==> config.mk <==
export PLATFORM = sky130hd
export DESIGN_NAME = locality_arbiter
export DESIGN_NICKNAME = d
export VERILOG_FILES = /design/src/rtl/loc_arb_pkg.sv /design/src/rtl/loc_addr_decode.sv /design/src/rtl/loc_req_tracker.sv /design/src/rtl/loc_grant_engine.sv /design/src/rtl/locality_arbiter.sv
export SDC_FILE = /design/constraint.sdc
export NUM_CORES = 1
export LEC_CHECK = 0
export ABC_AREA = 1
export BUFFER_PORTS_ARGS = -buffer_cell sky130_fd_sc_hd__buf_2
export CAP_MARGIN = 20
export CELL_PAD_IN_SITES_DETAIL_PLACEMENT = 0
export CELL_PAD_IN_SITES_GLOBAL_PLACEMENT = 2
export CORE_MARGIN = 3
export CORE_UTILIZATION = 24
export CTS_BUF_LIST = sky130_fd_sc_hd__clkbuf_16
export CTS_CLUSTER_SIZE = 40
export DETAILED_ROUTE_END_ITERATION = 12
export GPL_TIMING_DRIVEN = 1
export HOLD_SLACK_MARGIN = 0.08
export PLACE_DENSITY = 0.85
export SETUP_SLACK_MARGIN = 0.15
export SYNTH_ARGS = -nofsm -noshare
export SYNTH_HDL_FRONTEND = slang
export SYNTH_HIERARCHICAL = 1
export SYNTH_SLANG_ARGS = --single-unit
==> constraint.sdc <==
create_clock -name clk -period 2.6 [get_ports clk]
set_input_delay 0.52 -clock clk [delete_from_list [all_inputs] [get_ports clk]]
set_output_delay 0.52 -clock clk [all_outputs]
set_load 0.02 [all_outputs]
==> src/rtl/loc_arb_pkg.sv <==
package loc_arb_pkg;
  localparam int BIT_VALID  = 7;
  localparam int BIT_ACTIVE = 5;
  localparam int BIT_PEND   = 2;
  localparam int BIT_REQ    = 1;
endpackage

==> src/rtl/loc_addr_decode.sv <==
module loc_addr_decode #(
  parameter int NUM_LOC   = 5,
  parameter int ADDR_W    = 16,
  parameter int WIN_SHIFT = 12,
  parameter int LOC_W     = 3
) (
  input  logic [ADDR_W-1:0] addr,
  output logic              hit,
  output logic [LOC_W-1:0]  loc
);
  localparam int TOP_LSB = WIN_SHIFT + LOC_W;
  localparam logic [LOC_W:0] LOC_LIMIT = (LOC_W+1)'(NUM_LOC);

  logic upper_zero;

  generate
    if (ADDR_W > TOP_LSB) begin : g_upper
      assign upper_zero = (addr[ADDR_W-1:TOP_LSB] == '0);
    end else begin : g_noupper
      assign upper_zero = 1'b1;
    end
  endgenerate

  assign loc = addr[WIN_SHIFT +: LOC_W];
  assign hit = upper_zero && (addr[WIN_SHIFT-1:0] == '0) && ({1'b0, loc} < LOC_LIMIT);
endmodule

==> src/rtl/loc_req_tracker.sv <==
module loc_req_tracker #(
  parameter int NUM_LOC = 5
) (
  input  logic               clk,
  input  logic               rst,
  input  logic [NUM_LOC-1:0] set_vec,
  input  logic [NUM_LOC-1:0] clr_vec,
  input  logic [NUM_LOC-1:0] grant_vec,
  output logic [NUM_LOC-1:0] req_q
);
  generate
    for (genvar i = 0; i < NUM_LOC; i++) begin : g_req
      always_ff @(posedge clk) begin
        if (rst)                          req_q[i] <= 1'b0;
        else if (grant_vec[i] || clr_vec[i]) req_q[i] <= 1'b0;
        else if (set_vec[i])              req_q[i] <= 1'b1;
      end
    end
  endgenerate
endmodule

==> src/rtl/loc_grant_engine.sv <==
module loc_grant_engine #(
  parameter int NUM_LOC = 5,
  parameter int LOC_W   = 3
) (
  input  logic               clk,
  input  logic               rst,
  input  logic [NUM_LOC-1:0] req_q,
  input  logic               release_i,
  output logic [NUM_LOC-1:0] grant_vec,
  output logic [LOC_W-1:0]   owner_idx,
  output logic               owner_valid,
  output logic               change_pulse
);
  logic [LOC_W-1:0] pick;
  logic             grant_any;

  always_comb begin
    pick = '0;
    for (int i = 0; i < NUM_LOC; i++) begin
      if (req_q[i]) pick = LOC_W'(i);
    end
  end

  assign grant_any = !owner_valid && (req_q != '0);
  assign grant_vec = grant_any ? (NUM_LOC'(1) << pick) : '0;

  always_ff @(posedge clk) begin
    if (rst) begin
      owner_valid  <= 1'b0;
      owner_idx    <= '0;
      change_pulse <= 1'b0;
    end else if (release_i) begin
      owner_valid  <= 1'b0;
      change_pulse <= 1'b1;
    end else if (grant_any) begin
      owner_valid  <= 1'b1;
      owner_idx    <= pick;
      change_pulse <= 1'b1;
    end else begin
      change_pulse <= 1'b0;
    end
  end
endmodule

==> src/rtl/locality_arbiter.sv <==
module locality_arbiter #(
  parameter int NUM_LOC   = 5,
  parameter int ADDR_W    = 16,
  parameter int WIN_SHIFT = 12,
  parameter int DATA_W    = 8
) (
  input  logic              clk,
  input  logic              rst,
  input  logic              reg_wr_en,
  input  logic              reg_rd_en,
  input  logic [ADDR_W-1:0] reg_addr,
  input  logic [DATA_W-1:0] reg_wdata,
  output logic [DATA_W-1:0] reg_rdata,
  output logic              reg_rd_valid,
  output logic [$clog2(NUM_LOC)-1:0] active_loc,
  output logic              active_valid,
  output logic              loc_change
);
  import loc_arb_pkg::*;
  localparam int LOC_W = $clog2(NUM_LOC);

  logic               dec_hit;
  logic [LOC_W-1:0]   dec_loc;
  logic [NUM_LOC-1:0] req_q, set_vec, clr_vec, grant_vec, other_pend;
  logic               wr_hit, is_owner, release_w;
  logic [DATA_W-1:0]  rd_word;

  loc_addr_decode #(.NUM_LOC(NUM_LOC), .ADDR_W(ADDR_W), .WIN_SHIFT(WIN_SHIFT), .LOC_W(LOC_W))
    u_dec (.addr(reg_addr), .hit(dec_hit), .loc(dec_loc));

  assign wr_hit    = reg_wr_en && dec_hit;
  assign is_owner  = active_valid && (active_loc == dec_loc);
  assign release_w = wr_hit && is_owner && reg_wdata[BIT_ACTIVE];

  generate
    for (genvar i = 0; i < NUM_LOC; i++) begin : g_loc
      logic sel;
      assign sel           = wr_hit && !is_owner && (dec_loc == LOC_W'(i));
      assign set_vec[i]    = sel && reg_wdata[BIT_REQ] && !reg_wdata[BIT_ACTIVE];
      assign clr_vec[i]    = sel && reg_wdata[BIT_ACTIVE];
      assign other_pend[i] = |(req_q & ~(NUM_LOC'(1) << i));
    end
  endgenerate

  loc_req_tracker #(.NUM_LOC(NUM_LOC)) u_req (
    .clk(clk), .rst(rst), .set_vec(set_vec), .clr_vec(clr_vec),
    .grant_vec(grant_vec), .req_q(req_q));

  loc_grant_engine #(.NUM_LOC(NUM_LOC), .LOC_W(LOC_W)) u_grant (
    .clk(clk), .rst(rst), .req_q(req_q), .release_i(release_w),
    .grant_vec(grant_vec), .owner_idx(active_loc), .owner_valid(active_valid),
    .change_pulse(loc_change));

  always_comb begin
    rd_word = '0;
    if (dec_hit) begin
      rd_word[BIT_VALID]  = 1'b1;
      rd_word[BIT_ACTIVE] = is_owner;
      rd_word[BIT_PEND]   = other_pend[dec_loc];
    end
  end

  always_ff @(posedge clk) begin
    if (rst) begin
      reg_rdata    <= '0;
      reg_rd_valid <= 1'b0;
    end else begin
      reg_rd_valid <= reg_rd_en;
      reg_rdata    <= reg_rd_en ? rd_word : '0;
    end
  end

  assert_grant_highest_R7: assert property (@(posedge clk) disable iff (rst)
    $rose(active_valid) |-> (($past(req_q) >> active_loc) == NUM_LOC'(1)));
  assert_grant_clears_R8: assert property (@(posedge clk) disable iff (rst)
    $rose(active_valid) |-> !req_q[active_loc]);
  assert_pulse_grant_R10: assert property (@(posedge clk) disable iff (rst)
    $rose(active_valid) |-> loc_change);
  assert_pulse_release_R10: assert property (@(posedge clk) disable iff (rst)
    $fell(active_valid) |-> loc_change);
  assert_owner_held_R6: assert property (@(posedge clk) disable iff (rst)
    (active_valid && $past(active_valid)) |-> ($stable(active_loc) && !loc_change));
  assert_idle_grant_R4: assert property (@(posedge clk) disable iff (rst)
    (!active_valid && req_q != '0) |=> active_valid);
  assert_valid_bit_R2: assert property (@(posedge clk) disable iff (rst)
    (reg_rd_valid && reg_rdata != '0) |-> reg_rdata[BIT_VALID]);
endmodule

Word level (Yosys, flattened, before mapping)
Index checks and enable logic that the tools add are counted.

operators by class
  magnitude comparators = 2
  equal/unequal tests = 5
  shifts and indexed selects = 1
  muxes and demuxes = 10
  bitwise logic cells = 4
  reduce and logical (&&, ||, !) cells = 53

operators with widths
  kind                 number
  $logic_and 1x1->1    28
  $reduce_or 4->1      5
  $reduce_or 2->1      7
  $logic_not 12->1     1
  $eq 3x2->1 const B   2
  $logic_or 1x1->1     5
  $mux 1               5
  $mux 5               1
  $reduce_bool 5->1    1
  $shl 1x3->5 const A  1
  $lt 3x4->1 const B   1
  $mux 2               2
  $not 1->1            4
  $bmux 1 s3           1
  $eq 3x1->1 const B   1
  $eq 3x3->1           1
  $eq 3x3->1 const B   1
  $logic_not 1->1      3
  $logic_not 3->1      1
  $lt 3x3->1 const B   1
  $mux 3               1
  $reduce_or 3->1      1
  $reduce_and 2->1     1

word-level totals
  register bits after elaboration = 19
  input port bits = 28
  output and inout bits = 14
  logic and storage cells = 87

Logic depth before layout (Yosys ltp)
  word-level depth = 9
  mapped depth = 12

Modules after synthesis
The synthesis kept the hierarchy.

modules (own cells, without submodules)
  module            times used  cells an instance  area each (sq um)  seq. area each (sq um)
  locality_arbiter  1           73                 395.4              80.1
  loc_grant_engine  1           45                 286.5              100.1
  loc_req_tracker   1           26                 191.4              100.1
  loc_addr_decode   1           21                 93.8               0.0

Least setup slack after synthesis
Ideal clock, no wire load.

  path kind = input-to-reg
  start point = input port reg_addr[12]
  end point = register u_grant.owner_idx[0]
  library setup time = 113 ps
  arrival time = 1538 ps
  required time = 2487 ps
  setup slack = 949 ps
  stages = 11
  buffers on the path = 1
  cells stage by stage = buf_4 inv_1 nor2_1 nor3b_2 nand2_2 nor3_2 inv_1 nand3_2 nand2_1 nand2_1 nor2_1

between the ends
  word-level cells in the longest chain between the ends = 7
  elaborated cells on any way between the ends = 9
  those cells by class = 1 x order compare; 1 x eq/ne; 1 x bitwise; 6 x reduce/logical

RTL lines
  item                                line                    text
  from (decl)                         locality_arbiter.sv:11  input logic [ADDR_W-1:0] reg_addr,
  $lt 3x3->1                          loc_addr_decode.sv:25   assign hit = upper_zero && (addr[WIN_SHIFT-1:0] == '0) && ({1'b0, loc} < LOC_LIMIT);
  $logic_and 1x1->1                   loc_addr_decode.sv:25
  $logic_and 1x1->1                   locality_arbiter.sv:31  assign wr_hit = reg_wr_en && dec_hit;
  $logic_and 1x1->1 (*) (2 in a row)  locality_arbiter.sv:33  assign release_w = wr_hit && is_owner && reg_wdata[BIT_ACTIVE];
  via release_w                       locality_arbiter.sv:25  logic wr_hit, is_owner, release_w;
  $not 1->1 (no line) (*)             --
  $reduce_and 2->1 (no line) (*)      --
  to (signal assigned)                loc_grant_engine.sv:37  owner_idx <= pick;
  to (decl)                           loc_grant_engine.sv:10  output logic [LOC_W-1:0] owner_idx,

Mark *: on every way through the listed nets, which the timed path passes. The rest lies on a longest branch.
A chain may end at the register's enable or synchronous reset.

Worst setup path after layout
  start point = input port reg_addr[12]
  end point = register u_grant.owner_idx[1]

The elaborated chain is that of the path after synthesis.

==> metrics.md <==
| Metric | Value |
|---|---|
| Crit end category | `flip-flop` |
| CTS buffer count | `3` |
| Type of origin of the critical path | `input port` |
| Dpl ws | `about 750 ps` |
| Residual DRC | `0` |
| VDD IR max | `roughly 0.00035 V` |
| Syn_area_per_cell | `5.862 um2` |
| FP Rows | `22` |
| Critical Path RT | `approximately 2700 ps` |
| Arr. time, crit path | `1720 ps` |
| Vias | `994` |
| Estimated wirelength of the detail-placed design | `between 1500 and 2000 um` |
| Grt ovf | `0` |
| Number of diodes | `0` |
| Final hold violation count | `0` |
| Largest net degree at the start of global routing | `9` |
| Antenna Nets Post-Route | `0` |
| PnR worst setup slack | `about 1000 ps` |
| Met2 Use GR | `between 10% and 20%` |
| HP Class | `input port to flip-flop` |
| Hold buffers post-CTS | `0` |
| # port buffers | `30` |
| Post-CTS Resized | `0` |
| GR Util met1 | `between 10% and 20%` |
| Pwr Density | `approximately 470 nW/um2` |
| Final nets | `224` |
| Crit path kind | `input port to flip-flop` |
| DR iter-0 viols | `15` |
| Postcts setup bufs | `0` |
| Most frequent cells in the layout | `nor2_1 (46), nand2_1 (36), buf_2 (30), inv_1 (17), dfxtp_1 (14)` |
| Area delta synth->final | `25.23%` |
| CP max FO | `7` |
| Setup TNS | `0 ps` |
| Starting density of the core | `about a quarter` |
| Vias in the first global route | `between 800 and 900` |
| Syn Inst Count | `~170` |
| Number of max-cap violations | `0` |
| Status | `finished, final reports clean` |
| Initial antenna violation count | `0` |
| Pwr Total | `about 570 uW` |
| Final Critical Period | `approximately 1600 ps` |
| Wire per inst | `10.11 um` |
| Final Skew | `1.683 ps` |
| Core area | `about 3800 um2` |
| CTS tree | `built` |
| Fillers | `between 400 and 500` |
| Post-Synthesis Cell Area | `967.2 um2` |
| Final setup violation count | `0` |
| Period utilisation layout | `roughly 61%` |
| Seq/Total Area, Yosys | `between 20% and 30%` |
| CTS sink count | `14` |
| Die W | `69.48 um` |
| Grt peak-use layer | `met2` |
| Register bit total from synthesis | `14` |
| # IOs | `42` |
| Clk slew on worst S/H paths | `around 50 ps` |
| Leading cell type in the layout, fill and taps excluded | `nor2_1` |
| Clock Tree Buf Depth | `2` |
| Met3 Resource Use GR | `3.913%` |
| Total GRT Usage | `approximately a tenth` |
| Chip Height | `a little under 70 um` |
| Iteration count of the initial detailed-routing pass | `4` |
| Slew Viols, Final | `0` |
| Count of cell types in the netlist | `18` |
| Skew-Pair Late Insertion Delay | `around 240 ps` |
| CTS H-tree lvls | `1` |
| WL final | `around 2500 um` |
| Synthesis warning total | `6` |
| Lkg Pwr | `0.0006366 uW` |
| Vias per cell | `just over 4` |
| Root Buffer | `clkbuf_16` |
| Share of layout cells above drive strength 1 | `between 20% and 30%` |
| Die area | `~4800 um2` |
| Max Clk Rate | `approximately 0.63 GHz` |
| RSZ-0062 raised after global routing | `false` |
| First-pass GRT wire length | `just under 4000 um` |
| GP Congestion | `about 0.75` |
[cell type report]
type | instances | area, um2 | share of cell area [%]
Multi-Input combinational cell | 122 | 548.0 | 45.25
Sequential cell | 14 | 280.3 | 23.14
Timing Repair Buffer | 30 | 150.1 | 12.40
Inverter | 25 | 93.84 | 7.748
Clock buffer | 3 | 75.07 | 6.198
Tap cell | 48 | 60.06 | 4.959
Clock inverter | 1 | 3.754 | 0.3099
[worst max-delay path, stage by stage]
cell,delay (ps)
buf_2,120
inv_1,150
nor2_1,70
nor3b_2,200
nand2_2,140
nor3_2,140
inv_1,120
nand3_2,120
nand2_1,60
nand2_1,50
nor2_1,30
[cells in the mapped netlist]
library cell | number | area share, %
nor2_1 | 46 | 18
nand2_2 | 2 | 1.3
a21oi_1 | 3 | 1.6
nor3b_2 | 1 | 1.3
inv_2 | 8 | 3.1
nand2_1 | 36 | 14
nor3_2 | 2 | 2.1
inv_1 | 17 | 6.6
dfxtp_1 | 14 | 29
o21ai_1 | 4 | 2.1
conb_1 | 1 | 0.39
nand3_1 | 8 | 4.1
nand4_1 | 2 | 1.3
nor2_2 | 7 | 4.5
nor3_1 | 2 | 1.0
buf_4 | 8 | 6.2
nand3_2 | 3 | 3.1
o21ai_0 | 1 | 0.52
[metal layers]
layer  vias to the layer above  routed length (um)
met5                         -                   0
met4                         0                  14
met3                         2                 182
met2                        28                1093
met1                       418                1166
li1                        546                   -
[state kept, by name, indices dropped and copies added, names as in the netlist]
register and cells:
reg_rd_valid 1, u_grant/change_pulse 1, u_grant/owner_valid 1, reg_rdata 3, u_req/req_q 5, u_grant/owner_idx 3
[worst paths after layout]
check                           cells after the start  slack [ps]                                end                              start
worst min-delay path                                3         500            reg_rd_valid$_SDFF_PP0_                          reg_rd_en
worst min register to register                      4         540  u_grant/owner_idx[1]$_SDFFE_PP0P_  u_grant/owner_idx[1]$_SDFFE_PP0P_
worst max-delay path                               11        1020  u_grant/owner_idx[1]$_SDFFE_PP0P_                       reg_addr[12]
worst max register to register                      9        1190  u_grant/owner_idx[1]$_SDFFE_PP0P_  u_grant/owner_idx[0]$_SDFFE_PP0P_
[per-stage QoR]
step                std cells  area [um2]  hold WS [ps]  utilization [%]
floorplan                 169       982.2         526.7                -
global placement          239        1132         540.3            30.03
detailed placement        239        1132         537.9            30.03
CTS                       243        1211         504.9            32.12
global route              243        1211         519.5            32.12
finish                    243        1211         503.5            32.12
[report_power, final]
group	internal, uW	switching, uW	leakage, uW
logic	18.9	33.0	0.000485
clock network	204	97.1	0.0000385
registers	216	0.129	0.000113
[logic make-up after synthesis]
logic type	after synthesis	share of synthesized area (%)
AO/OA/AOI/OAI	8	4.139
flip-flops	14	28.98
buffers and inverters	33	15.91
AND/OR/NAND/NOR	109	50.58
other	1	0.3877
Power figures use the tool's default switching activity.
